[config.mk]
export PLATFORM = sky130hd
export DESIGN_NAME = sig_chg_irq_agg
export DESIGN_NICKNAME = d
export VERILOG_FILES = /design/src/rtl/sig_chg_pkg.sv /design/src/rtl/sig_chg_rst_sync.sv /design/src/rtl/sig_chg_flags.sv /design/src/rtl/sig_chg_holdoff.sv /design/src/rtl/sig_chg_irq_agg.sv
export SDC_FILE = /design/constraint.sdc
export NUM_CORES = 1
export LEC_CHECK = 0
export BUFFER_PORTS_ARGS = -buffer_cell sky130_fd_sc_hd__buf_2
export CAP_MARGIN = 20
export CORE_MARGIN = 10
export CORE_UTILIZATION = 32
export CTS_BUF_LIST = sky130_fd_sc_hd__clkbuf_4
export DETAILED_ROUTE_END_ITERATION = 16
export GPL_ROUTABILITY_DRIVEN = 0
export GPL_TIMING_DRIVEN = 0
export PLACE_DENSITY = 0.68
export SLEW_MARGIN = 40
export SYNTH_ARGS = -nofsm -noshare
export SYNTH_HDL_FRONTEND = slang
export SYNTH_SLANG_ARGS = --single-unit
[constraint.sdc]
create_clock -name clk -period 1.25 [get_ports clk]
set_input_delay 0.3125 -clock clk [delete_from_list [all_inputs] [get_ports clk]]
set_output_delay 0.3125 -clock clk [all_outputs]
set_load 0.03 [all_outputs]
[src/rtl/sig_chg_pkg.sv]
package sig_chg_pkg;
  typedef enum logic {
    HO_IDLE = 1'b0,
    HO_RUN  = 1'b1
  } ho_state_e;
endpackage

[src/rtl/sig_chg_rst_sync.sv]
module sig_chg_rst_sync (
  input  logic clk,
  input  logic rst_n,
  output logic rst_n_sync
);
  logic s1_q, s2_q;

  always_ff @(posedge clk or negedge rst_n) begin
    if (!rst_n) begin
      s1_q <= 1'b0;
      s2_q <= 1'b0;
    end else begin
      s1_q <= 1'b1;
      s2_q <= s1_q;
    end
  end

  assign rst_n_sync = s2_q;
endmodule

[src/rtl/sig_chg_flags.sv]
module sig_chg_flags #(
  parameter int NUM_CH = 24
) (
  input  logic              clk,
  input  logic              rst_n,
  input  logic [NUM_CH-1:0] chg_pulse,
  input  logic [NUM_CH-1:0] clear_chan,
  input  logic              rd_clr,
  output logic [NUM_CH-1:0] flags,
  output logic              any_qual
);
  logic [NUM_CH-1:0] qual;

  assign qual     = chg_pulse & ~clear_chan;
  assign any_qual = |qual;

  for (genvar i = 0; i < NUM_CH; i++) begin : g_ch
    logic flag_d, flag_q;
    logic flag_en;

    assign flag_en = rd_clr | qual[i];

    always_comb begin
      flag_d = flag_q;
      if (rd_clr)  flag_d = 1'b0;
      if (qual[i]) flag_d = 1'b1;
    end

    always_ff @(posedge clk or negedge rst_n) begin
      if (!rst_n)       flag_q <= 1'b0;
      else if (flag_en) flag_q <= flag_d;
    end

    assign flags[i] = flag_q;

    // a qualified pulse sets the flag
    a_r1_flag_set: assert property (@(posedge clk) disable iff (!rst_n)
      (chg_pulse[i] && !clear_chan[i]) |=> flags[i]);
    // a clear-channel pulse sets nothing
    a_r2_clear_chan_ignored: assert property (@(posedge clk) disable iff (!rst_n)
      (!flags[i] && chg_pulse[i] && clear_chan[i]) |=> !flags[i]);
    // flags only drop on a host clear
    a_r7_flag_sticky: assert property (@(posedge clk) disable iff (!rst_n)
      (flags[i] && !rd_clr) |=> flags[i]);
  end
endmodule

[src/rtl/sig_chg_holdoff.sv]
module sig_chg_holdoff
  import sig_chg_pkg::*;
#(
  parameter int LIM_SHORT = 1,
  parameter int LIM_MID   = 4,
  parameter int LIM_LONG  = 8,
  parameter int CNT_W     = 4
) (
  input  logic       clk,
  input  logic       rst_n,
  input  logic       start,
  input  logic       ms_tick,
  input  logic [1:0] tmr_sel,
  input  logic       rd_clr,
  output logic       pend
);
  ho_state_e  st_q, st_d;
  logic [CNT_W-1:0] cnt_q, cnt_d;
  logic [CNT_W-1:0] lim_q, lim_d;
  logic [CNT_W-1:0] sel_lim;
  logic pend_q, pend_d;
  logic expire;
  logic last_tick;

  always_comb begin
    case (tmr_sel)
      2'd0:    sel_lim = CNT_W'(LIM_SHORT);
      2'd1:    sel_lim = CNT_W'(LIM_MID);
      default: sel_lim = CNT_W'(LIM_LONG);
    endcase
  end

  assign last_tick = (cnt_q + CNT_W'(1)) == lim_q;

  always_comb begin
    st_d   = st_q;
    cnt_d  = cnt_q;
    lim_d  = lim_q;
    expire = 1'b0;
    case (st_q)
      HO_IDLE: begin
        if (start) begin
          st_d  = HO_RUN;
          cnt_d = '0;
          lim_d = sel_lim;
        end
      end
      HO_RUN: begin
        if (ms_tick) begin
          if (last_tick) begin
            expire = 1'b1;
            st_d   = HO_IDLE;
            cnt_d  = '0;
          end else begin
            cnt_d = cnt_q + CNT_W'(1);
          end
        end
      end
      default: st_d = HO_IDLE;
    endcase
    pend_d = pend_q;
    if (rd_clr) pend_d = 1'b0;
    if (expire) pend_d = 1'b1;
  end

  always_ff @(posedge clk or negedge rst_n) begin
    if (!rst_n) begin
      st_q   <= HO_IDLE;
      cnt_q  <= '0;
      lim_q  <= CNT_W'(1);
      pend_q <= 1'b0;
    end else begin
      st_q   <= st_d;
      cnt_q  <= cnt_d;
      lim_q  <= lim_d;
      pend_q <= pend_d;
    end
  end

  assign pend = pend_q;

  // status only rises on a millisecond tick
  a_r3_pend_on_tick: assert property (@(posedge clk) disable iff (!rst_n)
    $rose(pend_q) |-> $past(ms_tick));
  // a running window is not restarted by further changes
  a_r4_no_restart: assert property (@(posedge clk) disable iff (!rst_n)
    (st_q == HO_RUN && !ms_tick) |=> (st_q == HO_RUN && $stable(cnt_q)));
  // the latched length stays fixed while running
  a_r5_lim_latched: assert property (@(posedge clk) disable iff (!rst_n)
    (st_q == HO_RUN && !(ms_tick && last_tick)) |=> $stable(lim_q));
  // status persists until a host clear
  a_r8_pend_holds: assert property (@(posedge clk) disable iff (!rst_n)
    (pend_q && !rd_clr) |=> pend_q);
endmodule

[src/rtl/sig_chg_irq_agg.sv]
module sig_chg_irq_agg #(
  parameter int NUM_CH    = 24,
  parameter int LIM_SHORT = 1,
  parameter int LIM_MID   = 4,
  parameter int LIM_LONG  = 8
) (
  input  logic              clk,
  input  logic              rst_n,
  input  logic [NUM_CH-1:0] chg_pulse,
  input  logic [NUM_CH-1:0] clear_chan,
  input  logic              ms_tick,
  input  logic [1:0]        tmr_sel,
  input  logic              irq_mask,
  input  logic              rd_clr,
  output logic              irq,
  output logic              stat_pend,
  output logic [NUM_CH-1:0] chg_flags
);
  localparam int LIM_MAX = (LIM_LONG > LIM_MID) ?
                           ((LIM_LONG > LIM_SHORT) ? LIM_LONG : LIM_SHORT) :
                           ((LIM_MID > LIM_SHORT) ? LIM_MID : LIM_SHORT);
  localparam int CNT_W   = $clog2(LIM_MAX + 1);

  logic rst_n_i;
  logic any_qual;
  logic pend;

  sig_chg_rst_sync u_rst_sync (
    .clk        (clk),
    .rst_n      (rst_n),
    .rst_n_sync (rst_n_i)
  );

  sig_chg_flags #(.NUM_CH(NUM_CH)) u_flags (
    .clk        (clk),
    .rst_n      (rst_n_i),
    .chg_pulse  (chg_pulse),
    .clear_chan (clear_chan),
    .rd_clr     (rd_clr),
    .flags      (chg_flags),
    .any_qual   (any_qual)
  );

  sig_chg_holdoff #(
    .LIM_SHORT (LIM_SHORT),
    .LIM_MID   (LIM_MID),
    .LIM_LONG  (LIM_LONG),
    .CNT_W     (CNT_W)
  ) u_holdoff (
    .clk     (clk),
    .rst_n   (rst_n_i),
    .start   (any_qual),
    .ms_tick (ms_tick),
    .tmr_sel (tmr_sel),
    .rd_clr  (rd_clr),
    .pend    (pend)
  );

  assign stat_pend = pend;
  assign irq       = pend & ~irq_mask;

  // a set status is not lost while no clear arrives
  a_r8_irq_persists: assert property (@(posedge clk) disable iff (!rst_n_i)
    (irq && !rd_clr && !irq_mask) |=> stat_pend);
endmodule

## After elaboration in Yosys (flattened, before gate mapping)

Index checks and enable logic that the tools add are counted.
W data, S select, Z words.

- Add/sub/neg operators: 1
- Multipliers: 0
- Div/mod/pow operators: 0
- Order comparisons: 0
- Eq/ne operators: 4
- Shift operators: 0
- Muxes and demuxes: 38
- Bitwise gates (word level): 29
- Reduce and logical (&&, ||, !) cells: 53

Operators with widths:

| operator | count |
|---|---|
| $reduce_and A2 Y1 | 26 |
| $reduce_bool A2 Y1 | 25 |
| $mux W1 | 32 |
| $and A24 B24 Y24 | 1 |
| $not A24 Y24 | 1 |
| $or A1 B1 Y1 | 24 |
| $reduce_or A24 Y1 | 1 |
| $pmux W4 S2 | 2 |
| $mux W4 | 3 |
| $add A4 B1 Y4 const B | 1 |
| $eq A4 B4 Y1 | 1 |
| $ne A2 B2 Y1 const B | 2 |
| $eq A2 B1 Y1 const B | 1 |
| $logic_not A2 Y1 | 1 |
| $not A1 Y1 | 2 |
| $pmux W1 S2 | 1 |
| $and A1 B1 Y1 | 1 |

- Bits in registers: 36
- Bits in latches: 0
- Bits in writable memories: 0
- ROM bits: 0
- Input port bits: 55
- Output and inout port bits: 26
- Word-level logic and storage cells: 155
- Memories kept: 0

## Depth between registers and ports, before layout

- Depth after elaboration: 6
- Gate-level depth with buffers: 5
- Depth with buffers taken out: 5

## Modules after synthesis

Synthesis repeated with hierarchy kept, for this count alone.

- Cells, all modules: 178
- Area total of the unflattened synthesis: 1784.2 µm²

Modules (own cells, without submodules):

| module | times used | cells an instance | area each (µm²) | sequential area each (µm²) |
|---|---|---|---|---|
| sig_chg_flags | 1 | 128 | 1208.7 | 600.6 |
| sig_chg_holdoff | 1 | 46 | 508.0 | 226.5 |
| sig_chg_rst_sync | 1 | 3 | 53.8 | 50.0 |
| sig_chg_irq_agg | 1 | 1 | 13.8 | 0.0 |

## Worst setup path after synthesis

OpenSTA, ideal clock, no wires.

- Path type: input port to flip-flop
- From: in clear_chan[0]
- To: reg u_holdoff.lim_q[2]
- Library setup time: 125 ps
- Arrival time: 1305 ps
- Data required time: 1125 ps
- Slack: -180 ps
- Stages: 5
- Path buffers: 0
- Path through: nand2b_2 nand4_2 nor4_4 a21oi_2 mux2_4

- Word-level cells in the longest chain between the ends: 4

Ends and longest elaborated chain:

| what | RTL line | text |
|---|---|---|
| from (decl) | sig_chg_irq_agg.sv:10 | `input logic [NUM_CH-1:0] clear_chan,` |
| $not A24 Y24 | sig_chg_flags.sv:14 | `assign qual = chg_pulse & ~clear_chan;` |
| $and A24 B24 Y24 | sig_chg_flags.sv:14 |  |
| $reduce_or A24 Y1 | sig_chg_flags.sv:15 | `assign any_qual = \|qual;` |
| $reduce_and A2 Y1 (no source line) | n/a |  |
| to (signal assigned) | sig_chg_holdoff.sv:75 | `lim_q <= lim_d;` |
| to (decl) | sig_chg_holdoff.sv:19 | `logic [CNT_W-1:0] lim_q, lim_d;` |

Every way passes these cells.
A chain may end at the register's enable or synchronous reset.

## Final worst setup path

- From: reg u_holdoff.cnt_q[0]
- To: reg u_holdoff.st_q

- Word-level cells in the longest chain between the ends: 5

Ends and longest elaborated chain:

| what | RTL line | text |
|---|---|---|
| from (decl) | sig_chg_holdoff.sv:18 | `logic [CNT_W-1:0] cnt_q, cnt_d;` |
| from (signal assigned) | sig_chg_holdoff.sv:74 | `cnt_q <= cnt_d;` |
| $add A4 B1 Y4 | sig_chg_holdoff.sv:33 | `assign last_tick = (cnt_q + CNT_W'(1)) == lim_q;` |
| $eq A4 B4 Y1 | sig_chg_holdoff.sv:33 |  |
| $mux W1 | sig_chg_holdoff.sv:50 | `if (last_tick) begin` |
| $mux W1 | sig_chg_holdoff.sv:49 | `if (ms_tick) begin` |
| $pmux W1 S2 | sig_chg_holdoff.sv:40 | `case (st_q)` |
| net u_holdoff.st_d | sig_chg_holdoff.sv:17 | `ho_state_e st_q, st_d;` |
| to (signal assigned) | sig_chg_holdoff.sv:73 | `st_q <= st_d;` |
| to (decl) | sig_chg_holdoff.sv:17 |  |

The timed path passes the listed nets, and every way through them passes these cells.

==> qor.csv <==
stage,metric,value,unit
run_status,outcome,finished with violations,
run_status,failing checks,setup timing,
timing,RSZ-0062 raised after global routing,true,
cts,clock slew at reported path FFs,0.11,ns
yosys,Cells after Synth,179,
power_and_ir_drop,P_sw,1250,uW
min_path,Worst Hold End,u_flags.g_ch[16].flag_q$_DFFE_PN0P_,
timing,final setup fails,9,
timing,Slew @ Worst Pin,0.701,ns
layout,"commonest non-fill, non-tap cell in the layout",buf_2,
cts,clk_lat worst skew,0.33,ns
layout,Area Growth Syn to Fin,39.1,%
layout,ant diodes,0,
cts,H-tree depth,2,
routing,drt pass-1 iters,4,
timing,pins over their slew limit,0,
power_and_ir_drop,Leak,0.00125,uW
timing,Hold Slack,0.220,ns
timing,Final Critical Period,1.33,ns
setup_path,flop2flop setup slack,-0.08,ns
setup_path,"CP delay by family, top",flip-flops,
global_routing,grt total ovfl,0,
die,DIE AREA,0.00887,mm^2
global_routing,met1 Track Usage GR,0.107,
setup_path,worst path required time,1.51,ns
routing,Initial DRC Count,59,
die,initial core utilization,0.338,
setup_path,Crit path arrival time,1.60,ns
timing,final hold viol count,0,
timing,worst setup margin,-0.0846,ns
placement,port bufs,80,
yosys,Netlist cell types,27,
timing,clk_skew,0.00755,ns
timing,post-route clock period utilization,1.07,
yosys,mapped cell area,0.00176,mm^2
power_and_ir_drop,total power,3640,uW
yosys,yosys warns,0,
yosys,Synth Area per Inst,9.83,um^2
yosys,register area share after synthesis,0.498,
setup_path,crit path kind,flop to flop,
global_routing,initial antenna violation count,0,
power_and_ir_drop,share of total power in the clock network,0.171,
die,Top-Level Pins,81,
setup_path,Crit Path Max Fanout,3,
cts,CTS tree,done,
setup_path,startpoint class of the critical path,flop,
global_routing,largest net degree at the start of global routing,34,
placement,hpwl dp,3530,um
setup_path,RR Endpoint,u_holdoff.st_q$_DFF_PN0_,
layout,layout net count,310,
die,Die Ht,94.2,um
global_routing,met2 Use GR,0.177,
power_and_ir_drop,Pint,2400,uW
global_routing,first-pass GRT wire length,7170,um
setup_path,reg2reg path depth,6,
layout,Finished Cell Area,0.00245,mm^2
setup_path,reg2reg start,u_holdoff.cnt_q[0]$_DFFE_PN0P_,
cts,clock sinks,35,
power_and_ir_drop,sequential share of power,0.419,
routing,remaining antenna violation count,0,
cts,CTS root buffer,clkbuf_4,
power_and_ir_drop,worst vdd ir,0.539,mV
run,max-cap violations,0,
timing,Max Fclk,749,MHz
placement,pre-CTS WS,-0.416,ns
layout,share of cells above drive strength 1,0.471,
setup_path,worst path bufs/invs,1,
routing,via count,1402,
placement,"Cell Area, Placed",0.00228,mm^2
setup_path,"Cell Chain, Critical Path","and3_4, xnor3_1, buf_4, nand3_2, nor2_1, a31oi_1",
setup_path,Max stage delay on crit path,0.44,ns
yosys,Post-synth EDFFs,0,
yosys,Mapped Nets,235,
power_and_ir_drop,Pwr Density,1490,mW/mm^2
global_routing,GRT Max-Usage Layer,met2,
min_path,HP Class,input port to flop,
die,core area,0.00520,mm^2
yosys,"flops & latches, synth",35,
layout,Fillers,519,
cts,clock tree buffer depth,2,
routing,drt drc,0,
power_and_ir_drop,sw frac,0.342,
yosys,Synth area leaders,"dfrtp_1 48%, buf_4 10%, nand2b_1 7.8%, o21ai_0 6.8%, inv_1 6.2%",
cts,CTS buffer count,5,
die,Die X,94.2,um
min_path,Hold Crit Depth,3,
yosys,Most used DFF post-synth,dfrtp_1,
yosys,cell taking the most area after synthesis,dfrtp_1,
routing,final wirelength,4440,um
timing,Max-slew headroom,0.533,
global_routing,GRT Resource Usage Total,0.103,
setup_path,Setup crit end kind,flop,
yosys,post-synth top area share,0.483,
power_and_ir_drop,combinational power share,0.410,
global_routing,vias in the first global route,1537,
min_path,HP Start,chg_pulse[16],
die,# rows,26,
routing,WL/cell,13.7,um
global_routing,GR Util met3,0.0472,
layout,"commonest non-fill, non-tap cells in the layout","54 x buf_2, 33 x dfrtp_1, 28 x inv_1",
yosys,"Async S/R FF share, synth",1.00,
setup_path,CP max-delay cell,dfrtp_1,
routing,Vias/cell,4.31,
## power by group through the flow
stage	registers (uW)	clock network, uW	logic (uW)
floorplan	1510	0	871
global placement	1520	0	1150
detailed placement	1530	0	1170
CTS	1520	660	1350
global route	1560	717	1620
finish	1530	625	1490
## cell type report
type / instances / area [um^2] / share of cell area
flip-flops and latches: 35 / 878 / 0.359
clock inverters: 1 / 5.00 / 0.00204
inverters: 29 / 109 / 0.0445
plain buffers: 2 / 7.51 / 0.00307
clock buffers: 7 / 52.6 / 0.0215
multi-input cells: 89 / 649 / 0.265
well taps: 70 / 87.6 / 0.0358
repair buffers: 92 / 659 / 0.269
## metrics by stage
stage	instances	TNS, ns	utilization
floorplan	179	-0.479	-
global placement	329	-8.47	0.437
detailed placement	329	-2.36	0.437
CTS	322	-0.425	0.460
global route	325	-0.933	0.470
finish	325	-0.454	0.470
## cell families (layout without fill, tap and decap cells)
group                    after synthesis  count (layout)  synth area share
AND/OR/NAND/NOR                       45              45             0.161
flip-flops                            35              35             0.498
XOR/XNOR                               5               5            0.0327
other                                  1               1           0.00213
buffers and inverters                 55             131             0.168
AO/OA/AOI/OAI                         33              33            0.0995
multiplexers                           4               4            0.0313
adder cells (fa/ha/maj)                1               1           0.00711
## worst max-delay path by stage
stage / start / endpoint / slack (ns) / depth (start not counted)
final: u_holdoff.cnt_q[0]$_DFFE_PN0P_ / u_holdoff.st_q$_DFF_PN0_ / -0.08 / 6
after global routing: u_holdoff.cnt_q[0]$_DFFE_PN0P_ / u_holdoff.cnt_q[0]$_DFFE_PN0P_ / -0.14 / 5
after CTS: u_holdoff.cnt_q[0]$_DFFE_PN0P_ / u_holdoff.cnt_q[0]$_DFFE_PN0P_ / -0.07 / 5
after detailed placement: clear_chan[1] / u_holdoff.lim_q[2]$_DFFE_PN0P_ / -0.42 / 6
after global placement: clear_chan[1] / u_holdoff.lim_q[2]$_DFFE_PN0P_ / -0.39 / 6
after floorplan: clear_chan[1] / u_holdoff.lim_q[2]$_DFFE_PN0P_ / -0.17 / 5
## metal layers
layer | vias to the layer above | share of wire
met5 | - | 0
met4 | 0 | 0.012
met3 | 5 | 0.098
met2 | 52 | 0.48
met1 | 646 | 0.41
li1 | 699 | -
## repair_timing
action	4_1_cts	5_1_grt
hold endpoints to repair	2	0
buffers inserted	9	3
hold buffers	1	0
gates resized for setup	54	8
pin swaps	5	4
endpoints found under the setup margin	33	18
## state kept, by name, summed over array words and instances (netlist names)
signal                 cells
u_rst_sync.s1_q            1
u_rst_sync.rst_n_sync      1
u_holdoff.pend             1
u_flags.g_ch.flag_q       24
u_holdoff.cnt_q            4
u_holdoff.st_q             1
u_holdoff.lim_q            3
## synth_stat cells, types with 2 or more instances
cell type	instances
a31oi_1	3
buf_4	24
clkbuf_1	2
dfrtp_1	34
inv_1	29
mux2_4	3
nand2_1	2
nand2b_1	22
nand2b_2	2
nand3_1	2
nand4_1	5
nor2_1	7
nor2b_1	2
o21ai_0	24
o21ai_1	3
o22ai_1	2
xnor2_1	3
## worst min-delay path: cells and delay by family
kind                   cells  cell delay (ns)
and+or+nand+nor            1             0.06
AOI/OAI and AO/OA          1             0.07
buffers and inverters      1             0.08
(Power assumes the default switching activity.)
